File: config.mk
export PLATFORM = sky130hd
export DESIGN_NAME = fault_esc_unit
export DESIGN_NICKNAME = d
export VERILOG_FILES = /design/src/rtl/fault_esc_pkg.sv /design/src/rtl/fault_src_mux.sv /design/src/rtl/fault_class_eval.sv /design/src/rtl/fault_esc_unit.sv
export SDC_FILE = /design/constraint.sdc
export NUM_CORES = 1
export LEC_CHECK = 0
export ABC_CLOCK_PERIOD_IN_PS = 3300
export BUFFER_PORTS_ARGS = -buffer_cell sky130_fd_sc_hd__buf_2
export CORE_ASPECT_RATIO = 2
export CORE_UTILIZATION = 40
export CTS_CLUSTER_DIAMETER = 50
export DETAILED_ROUTE_END_ITERATION = 16
export PLACE_DENSITY = 0.75
export SLEW_MARGIN = 5
export SYNTH_ARGS = -nofsm -noshare
export SYNTH_HDL_FRONTEND = slang
export SYNTH_HIERARCHICAL = 1
export SYNTH_SLANG_ARGS = --single-unit
export TNS_END_PERCENT = 5
File: constraint.sdc
create_clock -name clk -period 3.3 [get_ports clk]
set_clock_uncertainty 0.1 [all_clocks]
set_input_delay 0.66 -clock clk [delete_from_list [all_inputs] [get_ports clk]]
set_output_delay 0.66 -clock clk [all_outputs]
set_load 0.1 [all_outputs]
File: src/rtl/fault_esc_pkg.sv
package fault_esc_pkg;
    parameter int VEC_W = 8;
    parameter int ERR_W = 32;

    localparam logic [VEC_W-1:0] VEC_NONE = '0;
    localparam logic [VEC_W-1:0] VEC_DBL  = VEC_W'(8);
    localparam logic [VEC_W-1:0] VEC_GP   = VEC_W'(13);
    localparam logic [VEC_W-1:0] VEC_PG   = VEC_W'(14);
    localparam logic [VEC_W-1:0] VEC_CONTRIB_LO = VEC_W'(10);
    localparam logic [VEC_W-1:0] VEC_CONTRIB_HI = VEC_W'(13);

    typedef enum logic [1:0] {
        CLS_BENIGN,
        CLS_CONTRIB,
        CLS_PAGE,
        CLS_DOUBLE
    } fclass_e;

    typedef enum logic [1:0] {
        ACT_IDLE,
        ACT_DELIVER,
        ACT_SHUTDOWN
    } action_e;

    typedef struct packed {
        logic [VEC_W-1:0] vec;
        logic [ERR_W-1:0] err;
        logic             swint;
    } fault_req_t;

    typedef struct packed {
        action_e          act;
        logic [VEC_W-1:0] vec;
        logic [ERR_W-1:0] err;
        logic             upd;
    } decision_t;

    function automatic fclass_e class_of(input logic [VEC_W-1:0] v);
        if (v == VEC_NONE || (v >= VEC_CONTRIB_LO && v <= VEC_CONTRIB_HI))
            return CLS_CONTRIB;
        else if (v == VEC_PG)
            return CLS_PAGE;
        else if (v == VEC_DBL)
            return CLS_DOUBLE;
        else
            return CLS_BENIGN;
    endfunction
endpackage

File: src/rtl/fault_src_mux.sv
module fault_src_mux
    import fault_esc_pkg::*;
(
    input  logic             flt_valid_i,
    input  logic [VEC_W-1:0] flt_vec_i,
    input  logic [ERR_W-1:0] flt_err_i,
    input  logic             flt_swint_i,
    input  logic             align_fault_i,
    output logic             req_valid_o,
    output fault_req_t       req_o
);
    always_comb begin
        req_valid_o = flt_valid_i | align_fault_i;
        if (flt_valid_i) begin
            req_o.vec   = flt_vec_i;
            req_o.err   = flt_err_i;
            req_o.swint = flt_swint_i;
        end else begin
            req_o.vec   = VEC_GP;
            req_o.err   = '0;
            req_o.swint = 1'b0;
        end
    end
endmodule

File: src/rtl/fault_class_eval.sv
module fault_class_eval
    import fault_esc_pkg::*;
(
    input  logic             req_valid_i,
    input  fault_req_t       req_i,
    input  logic [VEC_W-1:0] held_vec_i,
    output decision_t        dec_o
);
    fclass_e old_cls;
    fclass_e new_cls;
    logic    escalate;

    always_comb begin
        old_cls  = class_of(held_vec_i);
        new_cls  = class_of(req_i.vec);
        escalate = (old_cls == CLS_CONTRIB && new_cls == CLS_CONTRIB) ||
                   (old_cls == CLS_PAGE &&
                    (new_cls == CLS_CONTRIB || new_cls == CLS_PAGE));

        dec_o.act = ACT_IDLE;
        dec_o.vec = req_i.vec;
        dec_o.err = req_i.err;
        dec_o.upd = 1'b0;

        if (req_valid_i) begin
            if (req_i.swint) begin
                dec_o.act = ACT_DELIVER;
            end else if (old_cls == CLS_DOUBLE) begin
                dec_o.act = ACT_SHUTDOWN;
            end else begin
                dec_o.act = ACT_DELIVER;
                if (escalate) begin
                    dec_o.vec = VEC_DBL;
                    dec_o.err = '0;
                    dec_o.upd = 1'b1;
                end else begin
                    dec_o.upd = (new_cls != CLS_BENIGN);
                end
            end
        end
    end
endmodule

File: src/rtl/fault_esc_unit.sv
module fault_esc_unit
    import fault_esc_pkg::*;
(
    input  logic             clk,
    input  logic             rst,
    input  logic             flt_valid_i,
    input  logic [VEC_W-1:0] flt_vec_i,
    input  logic [ERR_W-1:0] flt_err_i,
    input  logic             flt_swint_i,
    input  logic             align_fault_i,
    input  logic             deliver_done_i,
    output logic             out_valid_o,
    output logic [VEC_W-1:0] out_vec_o,
    output logic [ERR_W-1:0] out_err_o,
    output logic             shutdown_o
);
    logic             req_valid;
    fault_req_t       req;
    decision_t        dec;
    logic [VEC_W-1:0] held_q;

    fault_src_mux u_src (
        .flt_valid_i   (flt_valid_i),
        .flt_vec_i     (flt_vec_i),
        .flt_err_i     (flt_err_i),
        .flt_swint_i   (flt_swint_i),
        .align_fault_i (align_fault_i),
        .req_valid_o   (req_valid),
        .req_o         (req)
    );

    fault_class_eval u_eval (
        .req_valid_i (req_valid),
        .req_i       (req),
        .held_vec_i  (held_q),
        .dec_o       (dec)
    );

    always_ff @(posedge clk) begin
        if (rst) begin
            held_q      <= VEC_NONE;
            out_valid_o <= 1'b0;
            shutdown_o  <= 1'b0;
            out_vec_o   <= '0;
            out_err_o   <= '0;
        end else begin
            out_valid_o <= (dec.act == ACT_DELIVER);
            shutdown_o  <= (dec.act == ACT_SHUTDOWN);
            if (dec.act == ACT_DELIVER) begin
                out_vec_o <= dec.vec;
                out_err_o <= dec.err;
            end
            if (dec.upd)
                held_q <= dec.vec;
            else if (deliver_done_i)
                held_q <= VEC_NONE;
        end
    end


    no_dual_strobe_chk: assert property (@(posedge clk) disable iff (rst)
        !(out_valid_o && shutdown_o));


    req_answer_chk: assert property (@(posedge clk) disable iff (rst)
        (flt_valid_i || align_fault_i) |=> (out_valid_o || shutdown_o));


    idle_quiet_chk: assert property (@(posedge clk) disable iff (rst)
        !(flt_valid_i || align_fault_i) |=> !(out_valid_o || shutdown_o));


    triple_shutdown_chk: assert property (@(posedge clk) disable iff (rst)
        (flt_valid_i && !flt_swint_i && held_q == VEC_DBL) |=> shutdown_o);


    page_pair_chk: assert property (@(posedge clk) disable iff (rst)
        (flt_valid_i && !flt_swint_i && held_q == VEC_PG && flt_vec_i == VEC_PG)
        |=> (out_valid_o && out_vec_o == VEC_DBL && out_err_o == '0));


    swint_keep_chk: assert property (@(posedge clk) disable iff (rst)
        (flt_valid_i && flt_swint_i && !deliver_done_i) |=> (held_q == $past(held_q)));


    swint_pass_chk: assert property (@(posedge clk) disable iff (rst)
        (flt_valid_i && flt_swint_i) |=> (out_valid_o && out_vec_o == $past(flt_vec_i)
                                          && out_err_o == $past(flt_err_i)));
endmodule

==> reports/metrics.csv, run 1 <==
metric,value,unit
final_area,0.003787,mm2
fillers,771,
synth_top_cell_area_share,31.72,%
postCtsSetupBuffers,0,
num_vias,2864,
grt_antenna_before_repair,0,
synth-edff-count,0,
min_period,3069,ps
drive_gt1_share,28.71,%
slew_viol_final,0,
finalCritPeriodShare,93.01,%
crit_path_cell_trace,"buf_2, and2_1, nor4_2, o21ai_0, ha_1, nand2_1, or3_1, a21boi_2, a221oi_2, buf_4, nand2_1, o32ai_2",
grt_pass1_wl,13120,um
syn2layout_area_growth,20.02,%
wirelength,8106,um
track_usage,20.46,%
core_region_area,0.007601,mm2
grt_pass1_vias,2835,
synth.distinct_cells,37,
r2r_start,held_q[5],
synthesis.nets,402,
yosysWarnings,6,
synth_area,0.003156,mm2
gp_congestion,0.8899,
min_to,out_vec_o[0],
cts.sinks,50,
synth_top_cell_by_area,dfxtp_1,
die_y,127.6,um
irDropWorstVdd,0.2217,mV
maxCapViolations,0,
p_total,1823,uW
crit_fanout,11,
io_buffers,87,
cts-resized-gates,0,
cts_buffer_depth,2,
routed_via_density,5.594,
syn_avg_cell_area,8.889,um2
hold_violations,0,
hold_start,out_vec_o[0],
critical_path_class,input port to flip-flop,
die_w,64.81,um
synth_cells,355,
r2r_cells,6,
ys_seq_area_share,31.72,%
synth_xor_xnor_area_share,0.2776,%
first_iter_violations,117,
r2r_slack,650,ps
holdBufCountCts,0,
multi_input_area,0.001914,mm2
initial_utilization,41.51,%
r2r_end,out_valid_o,
grt_overflow_total,0,
clkLatencyLatePin,290,ps
critPathRequiredTime,3400,ps
hpwl,5526,um
async_flop_share,0,%
seqCellArea,0.001001,mm2
die_area,0.008270,mm2
setup_violations,0,
synth_top_family_by_area,simple AND/OR/NAND/NOR gates,
ant_nets,0,
muxShareOfSynthArea,0,%
diodes,0,
synth_fa_ha_area_share,0.3965,%
cts-buffers-inserted,5,
min_path_cells,2,
synth_most_common_cell,dfxtp_1,
critPathCaptureType,flip-flop,
grt_max_degree,49,
synth_ff_type,dfxtp_1,
drc,0,
worst_hold_slack,360.3,ps
synth-compound-area-share,23.47,%
tritoncts,done,
clk_pin_slew,60,ps
ctsRootBufferMaster,clkbuf_16,
wl_per_cell,15.83,um
rows,45,
crit_top_cell,nand2_1,
placedInstanceArea,0.003625,mm2
firstDrtPassIters,4,
hp-class,flip-flop to flip-flop,
status,"finished, final reports clean",
slowest_stage,nor4_2,
synthTopCellsByCount,"dfxtp_1, nand2b_1, nand4bb_1, o21ai_1, o31a_1",
nets,464,
fmax,325.8,MHz
start_kind,input port,
ys_ff_latch,50,
io_pins,88,
grt_setup_unrepaired,no,
p_leak,0.001444,uW
cts_max_level,2,
synthSimpleGateAreaFrac,36.16,%
crit_arrival,3170,ps
ys_top_cells_by_area,"dfxtp_1, nand4bb_1, o31a_1",
pwr_density_cell,481.3,mW/mm2
worst_slew_margin_rel,58.58,%
max_stage_delay,370,ps
max_slew.worst_pin.slew,621.3,ps
==> cell families (layout without fill, tap and decap cells) <==
logic type      after synthesis  in the layout
compound gates               96             96
xor+xnor                      1              1
fa+ha+maj                     1              1
buf+inv                      55            118
flops                        50             50
simple gates                152            152
==> sequential cells by signal, indices dropped and copies added, names as in the netlist <==
register	cells
held_q	8
out_vec_o	8
out_err_o	32
out_valid_o	1
shutdown_o	1
==> layout by cell type (no fill, tap or decap), types with 2 or more instances in the layout <==
cell       instances
buf_2             87
dfxtp_1           50
nand2b_1          44
nand4bb_1         40
o21ai_1           40
o31a_1            39
and2_1            38
inv_1             11
buf_4             10
nand2_1            9
o32ai_2            8
clkbuf_16          5
or2_1              2
nor2b_1            2
clkbuf_1           2
buf_12             2
and3b_1            2
nor2_1             2
nor3_1             2
o21a_1             2
==> critical path: cells and delay by family <==
kind | cells | cell delay [ps]
AND/OR/NAND/NOR | 5 | 1040
buffers and inverters | 2 | 370
AO/OA/AOI/OAI | 4 | 790
adder cells (fa/ha/maj) | 1 | 310
==> power breakdown <==
part | leakage [uW] | internal [uW] | switching [uW] | total, uW
sequential | 0.000409 | 641 | 21.9 | 663
clock | 0.0000781 | 359 | 220 | 579
combinational | 0.000957 | 158 | 423 | 581
total | 0.00144 | 1160 | 665 | 1820
==> worst max path at each step <==
stage	start	endpoint	slack, ps
after floorplan	flt_valid_i	held_q[3]	30
after global placement	flt_valid_i	held_q[3]	90
after detailed placement	flt_valid_i	held_q[6]	-3
after CTS	flt_valid_i	held_q[6]	270
after global routing	flt_valid_i	held_q[7]	70
final	flt_valid_i	held_q[6]	230
==> final cells by class <==
class | instances | area share (%)
clock buffer | 7 | 3.502
clock inverter | 1 | 0.7929
inverter | 11 | 1.090
multi-input combinational | 250 | 50.55
sequential | 50 | 26.43
tap | 94 | 3.105
timing repair buffer | 99 | 14.54
==> per-stage QoR <==
step | cells | utilization, % | setup slack (ps) | setup TNS [ps]
5_1_grt | 512 | 49.83 | 70.72 | 0
4_1_cts | 512 | 49.83 | 270.0 | 0
3_5_place_dp | 504 | 47.69 | -2.581 | -2.581
2_1_floorplan | 355 | - | 27.37 | 0
3_3_place_gp | 504 | 47.69 | 86.09 | 0
6_report | 512 | 49.83 | 230.7 | 0
==> layer usage <==
metal	GRT usage, %	vias up	wire, um
met1	21.09	1380	3161
met2	36.89	60	4357
li1	-	1402	-
met4	13.07	0	313
met5	0	-	0
met3	3.304	22	274
(Power assumes the default switching activity.)
==> inputs of run 2 (changes only) <==
- CTS_BUF_LIST: not set -> sky130_fd_sc_hd__clkbuf_4
==> run 2 against run 1 <==
Core utilization is 1.0 points lower. Sequential share of layout area up 0.55 points. Sequential power hardly changed. Clock-buffer cell count unchanged. Fmax up 4.8%. Wire length decreased by 0.65%. Via count is 0.38% higher. Final area fell by 2.0%. Flip-flop and latch count unchanged. Power is 11% lower. Non-clock buffer count unchanged. Combinational power barely moved. Critical endpoint is now held_q[3]. Largest cell class unchanged. Highest routed layer unchanged.
==> reports/metrics.csv, run 2 (synthesis results as in run 1) <==
metric,value,unit,change
initial_utilization,41.51,%,unchanged
cts_max_level,2,,unchanged
cts.sinks,50,,unchanged
hold_violations,0,,unchanged
gp_congestion,0.8899,,unchanged
grt_overflow_total,0,,unchanged
fmax,341.5,MHz,+4.8%
clkLatencyLatePin,380,ps,+90 ps
maxCapViolations,0,,unchanged
start_kind,input port,,
crit_path_cell_trace,"buf_2, and2_1, nor4_2, o21ai_0, ha_1, nand2_1, or3_1, a21boi_2, a221oi_2, buf_4, nand2_1, o32ai_2",,
setup_violations,0,,unchanged
final_common_cell,buf_2,,
max_stage_delay,360,ps,about the same
critical_path_depth,12,,unchanged
cp_num_buf_inv,2,,unchanged
clk_pin_slew,140,ps,+80 ps
min_period,2928,ps,-141.1 ps
hp-class,flip-flop to flip-flop,,
p_leak,0.001412,uW,-2.2%
cp_top_family,simple AND/OR/NAND/NOR gates,,
core_region_area,0.007601,mm2,unchanged
slew_viol_final,0,,unchanged
io_buffers,87,,unchanged
cts_buffer_depth,2,,unchanged
nets,464,,unchanged
drive_gt1_share,29.19,%,+0.48 points
fin_ws,371.8,ps,+141.1 ps
final.setup.tns,0,ps,unchanged
status,"finished, final reports clean",,
crit_fanout,11,,unchanged
pwr_density_cell,435.5,mW/mm2,-9.5%
syn2layout_area_growth,17.57,%,
tritoncts,done,,
die_w,64.81,um,unchanged
grt_pass1_wl,13030,um,-0.68%
ctsRootBufferMaster,clkbuf_4,,
crit_arrival,3130,ps,-40 ps
hpwl,5526,um,unchanged
cts-resized-gates,0,,unchanged
slowest_stage,nor4_2,,
largest_register,out_err_o,,
r2r_cells,6,,unchanged
postCtsSetupBuffers,0,,unchanged
drc,0,,unchanged
holdBufCountCts,0,,unchanged
max_slew.worst_pin.slew,621.2,ps,-0.1831 ps
p_total,1615,uW,-11%
grt_max_degree,49,,unchanged
track_usage,20.09,%,-0.36 points
largestRegisters,"out_err_o: 32 flops, held_q: 8 flops, out_vec_o: 8 flops",,
mostFrequentLayoutCells,"buf_2, dfxtp_1, nand2b_1",,
firstDrtPassIters,4,,unchanged
num_vias,2875,,+0.38%
critPathRequiredTime,3500,ps,+100 ps
critPathCaptureType,flip-flop,,
die_area,0.008270,mm2,unchanged
finalCritPeriodShare,88.73,%,-4.3 points
final_area,0.003710,mm2,-2.0%
routed_via_density,5.604,,+0.19%
irDropWorstVdd,0.1950,mV,-12%
io_pins,88,,unchanged
cts-buffers-inserted,5,,unchanged
grt_pass1_vias,2824,,-0.39%
wirelength,8053,um,-0.65%
min_path_cells,2,,unchanged
placedInstanceArea,0.003625,mm2,unchanged
fillers,783,,+1.6%
largest_register_ffs,32,,unchanged
die_y,127.6,um,unchanged
rows,45,,unchanged
ant_nets,0,,unchanged
first_iter_violations,125,,+6.8%
grt_antenna_before_repair,1,,+1
pre_cts_ws,-2.581,ps,unchanged
critical_path_class,input port to flip-flop,,
grt_setup_unrepaired,no,,
crit_top_cell,nand2_1,,
worst_slew_margin_rel,58.59,%,about the same
wl_per_cell,15.70,um,-0.85%
[run 2: cell count changes in the layout (fill, tap and decap cells not counted)]
| cell | previous run | this run |
|---|---|---|
| clkbuf_1 | 2 | 0 |
| clkbuf_16 | 5 | 0 |
| diode_2 | 0 | 1 |
| clkbuf_4 | 0 | 7 |
[run 2: routing by layer]
layer	vias up	share of wire, %	GRT usage, %
met5	-	0	0
met4	0	3.4	11.24
met3	16	3.5	2.768
met2	60	54	37.13
met1	1397	39	20.88
li1	1402	-	-
[run 2: area by class of cell]
type | instances | area [um2] | share of cell area, %
tap | 94 | 117.6 | 3.170
inverter | 11 | 41.29 | 1.113
timing repair buffer | 99 | 550.5 | 14.84
multi-input combinational | 250 | 1914 | 51.60
antenna | 1 | 2.502 | 0.06745
clock inverter | 1 | 30.03 | 0.8094
clock buffer | 7 | 52.55 | 1.417
sequential | 50 | 1001 | 26.98
[run 2: report_power, final]
part | switching (uW) | internal, uW
Combinational | 422 | 158
Clock | 195 | 177
Sequential | 22.0 | 641
[run 2: worst reg2reg max path: stages, from the launching register on]
cell and delay (ps):
dfxtp_1 340, or4_1 590, or4_4 550, o21a_1 200, and2b_1 370, buf_12 270, nor2b_1 140
[run 2: path summary, 6_finish.rpt]
check	startpoint	slack [ps]	to
setup / recovery	flt_valid_i	370	held_q[3]
hold / removal	out_vec_o[0]	370	out_vec_o[0]
hold reg to reg	out_vec_o[0]	370	out_vec_o[0]
setup reg to reg	held_q[5]	640	out_valid_o
[run 2: metrics by stage]
step | util (%) | cells | hold WS [ps]
2_1_floorplan | - | 355 | 365.8
3_3_place_gp | 47.69 | 504 | 350.0
3_5_place_dp | 47.69 | 504 | 349.8
4_1_cts | 48.77 | 512 | 375.9
5_1_grt | 48.81 | 513 | 390.6
6_report | 48.81 | 513 | 371.0
==> inputs of run 3 (changes only) <==
- ABC_AREA: not set -> 1
- CAP_MARGIN: not set -> 20
- PLACE_DENSITY: 0.75 -> 0.76
==> run 3 against run 2 <==
Area after synthesis is 3.4% lower. First-iteration DRC count is 44% higher. Flip-flop and latch count stayed put. Die area is 3.4% lower. Largest cell class unchanged.
==> reports/metrics.csv, run 3 <==
metric,value,unit,change
synth.distinct_cells,24,,-35%
synth_cells,528,,+49%
track_usage,18.47,%,-1.6 points
ys_ff_latch,50,,unchanged
clk_pin_slew,150,ps,about the same
max_stage_delay,330,ps,-30 ps
drc,0,,unchanged
routed_via_density,4.411,,-21%
cts-buffers-inserted,5,,unchanged
synth_most_common_cell,nand2_1,,
io_pins,88,,unchanged
min_period,2714,ps,-214.5 ps
max_slew.worst_pin.slew,639.4,ps,+18.26 ps
synth_area,0.003047,mm2,-3.4%
holdBufCountCts,0,,unchanged
finalCritPeriodShare,82.23,%,-6.5 points
num_vias,3070,,+6.8%
wl_per_cell,10.07,um,-36%
cts-resized-gates,0,,unchanged
cts_buffer_depth,2,,unchanged
grt_pass1_wl,11920,um,-8.5%
firstDrtPassIters,4,,unchanged
wirelength,7009,um,-13%
ctsRootBufferMaster,clkbuf_4,,
drive_gt1_share,19.57,%,-9.6 points
final.setup.tns,0,ps,unchanged
grt_max_degree,42,,-14%
hold_violations,0,,unchanged
grt_setup_unrepaired,no,,
synthesis.nets,575,,+43%
synth_top_cell_by_area,dfxtp_1,,
synth_ff_type,dfxtp_1,,
gp_congestion,0.8701,,-2.2%
maxCapViolations,0,,unchanged
hp-class,flip-flop to flip-flop,,
async_flop_share,0,%,unchanged
cp_top_family,simple AND/OR/NAND/NOR gates,,
start_kind,input port,,
synth-edff-count,0,,unchanged
io_buffers,87,,unchanged
grt_overflow_total,0,,unchanged
postCtsSetupBuffers,0,,unchanged
crit_fanout,32,,+21
synth_top_cell_area_share,32.85,%,+1.1 points
syn_avg_cell_area,5.770,um2,-35%
crit_path_cell_trace,"buf_2, nand2_1, nor2_1, nor2_1, nor2_1, nand2_1, a21boi_0, ha_1, inv_1, nor2_1, nand3_1, nand2_1, nand3_4, buf_4, nand2_1, inv_1, inv_1, nand3_1, nand2_1, nor2_1",,
largest_register,out_err_o,,
tritoncts,done,,
ant_nets,0,,unchanged
first_iter_violations,180,,+44%
ys_top_cells_by_area,"dfxtp_1, nand2_1, inv_1",,
worst_slew_margin_rel,57.33,%,-1.3 points
final_common_cell,nand2_1,,
grt_antenna_before_repair,1,,unchanged
core_region_area,0.007322,mm2,-3.7%
final_area,0.003548,mm2,-4.4%
die_area,0.007991,mm2,-3.4%
fmax,368.5,MHz,+7.9%
critPathCaptureType,flip-flop,,
critPathRequiredTime,3530,ps,+30 ps
die_y,125.4,um,-1.7%
cts.sinks,50,,unchanged
rows,44,,-2.2%
cts_max_level,2,,unchanged
largest_register_ffs,32,,unchanged
yosysWarnings,6,,unchanged
synthTopCellsByCount,"nand2_1, inv_1, nor2_1",,
setup_violations,0,,unchanged
mostFrequentLayoutCells,"nand2_1, inv_1, nor2_1",,
placedInstanceArea,0.003466,mm2,-4.4%
hpwl,5313,um,-3.9%
fillers,760,,-2.9%
grt_pass1_vias,2893,,+2.4%
crit_arrival,2940,ps,-190 ps
status,"finished, final reports clean",,
die_w,63.71,um,-1.7%
slowest_stage,buf_4,,
initial_utilization,41.61,%,+0.095 points
critical_path_class,input port to flip-flop,,
ys_seq_area_share,32.85,%,+1.1 points
cp_num_buf_inv,5,,+3
largestRegisters,"out_err_o: 32 flops, held_q: 8 flops, out_vec_o: 8 flops",,
slew_viol_final,0,,unchanged
syn2layout_area_growth,16.47,%,
clkLatencyLatePin,380,ps,about the same
nets,649,,+40%
[run 3: logic make-up after synthesis]
| family | share of synthesized area (%) |
|---|---|
| buffers and inverters | 23.70 |
| AOI/OAI and AO/OA | 2.587 |
| and+or+nand+nor | 40.45 |
| adders and majority gates | 0.4106 |
| DFF | 32.85 |
[run 3: worst paths after layout]
path / cells past startpoint / slack, ps / start / to
max: 20 / 590 / flt_valid_i / out_err_o[12]
max reg2reg: 12 / 1340 / held_q[5] / out_err_o[12]
min: 2 / 380 / held_q[4] / held_q[4]
min reg2reg: 2 / 380 / held_q[4] / held_q[4]
[run 3: tightest hold or removal path: stages (launching register included)]
cell     delay [ps]
dfxtp_1         340
nand2_1          60
a21oi_1          50
[run 3: final cells by class]
class	instances	area (um2)	share of cell area [%]
Timing Repair Buffer	95	508.0	14.32
Antenna cell	1	2.502	0.07052
Tap cell	92	115.1	3.244
Sequential cell	50	1001	28.21
Inverter	135	506.7	14.28
Multi-Input combinational cell	315	1335	37.62
Clock buffer	5	37.54	1.058
Clock inverter	3	42.54	1.199
[run 3: routing by layer]
| layer | vias to the layer above | GRT usage [%] | wire length [um] |
|---|---|---|---|
| met5 | - | 0 | 0 |
| met4 | 0 | 9.893 | 218 |
| met3 | 17 | 2.920 | 265 |
| met2 | 75 | 34.79 | 3815 |
| met1 | 1346 | 18.58 | 2710 |
| li1 | 1632 | - | - |
[run 3: metrics by stage]
step                      utilization, %  hold WS (ps)  setup slack [ps]  instances
after detailed placement           47.33         352.6             210.3        687
final                              48.46         376.5             586.3        696
after floorplan                        -         338.8             406.4        528
after global placement             47.33         347.3             323.0        687
after global routing               48.46         395.6             284.7        696
after CTS                          48.43         373.4             614.9        695
Power of run 3 is left out: the tool's default activity adds up to more than one toggle a clock period on the data nets, which glitch-free logic cannot reach.
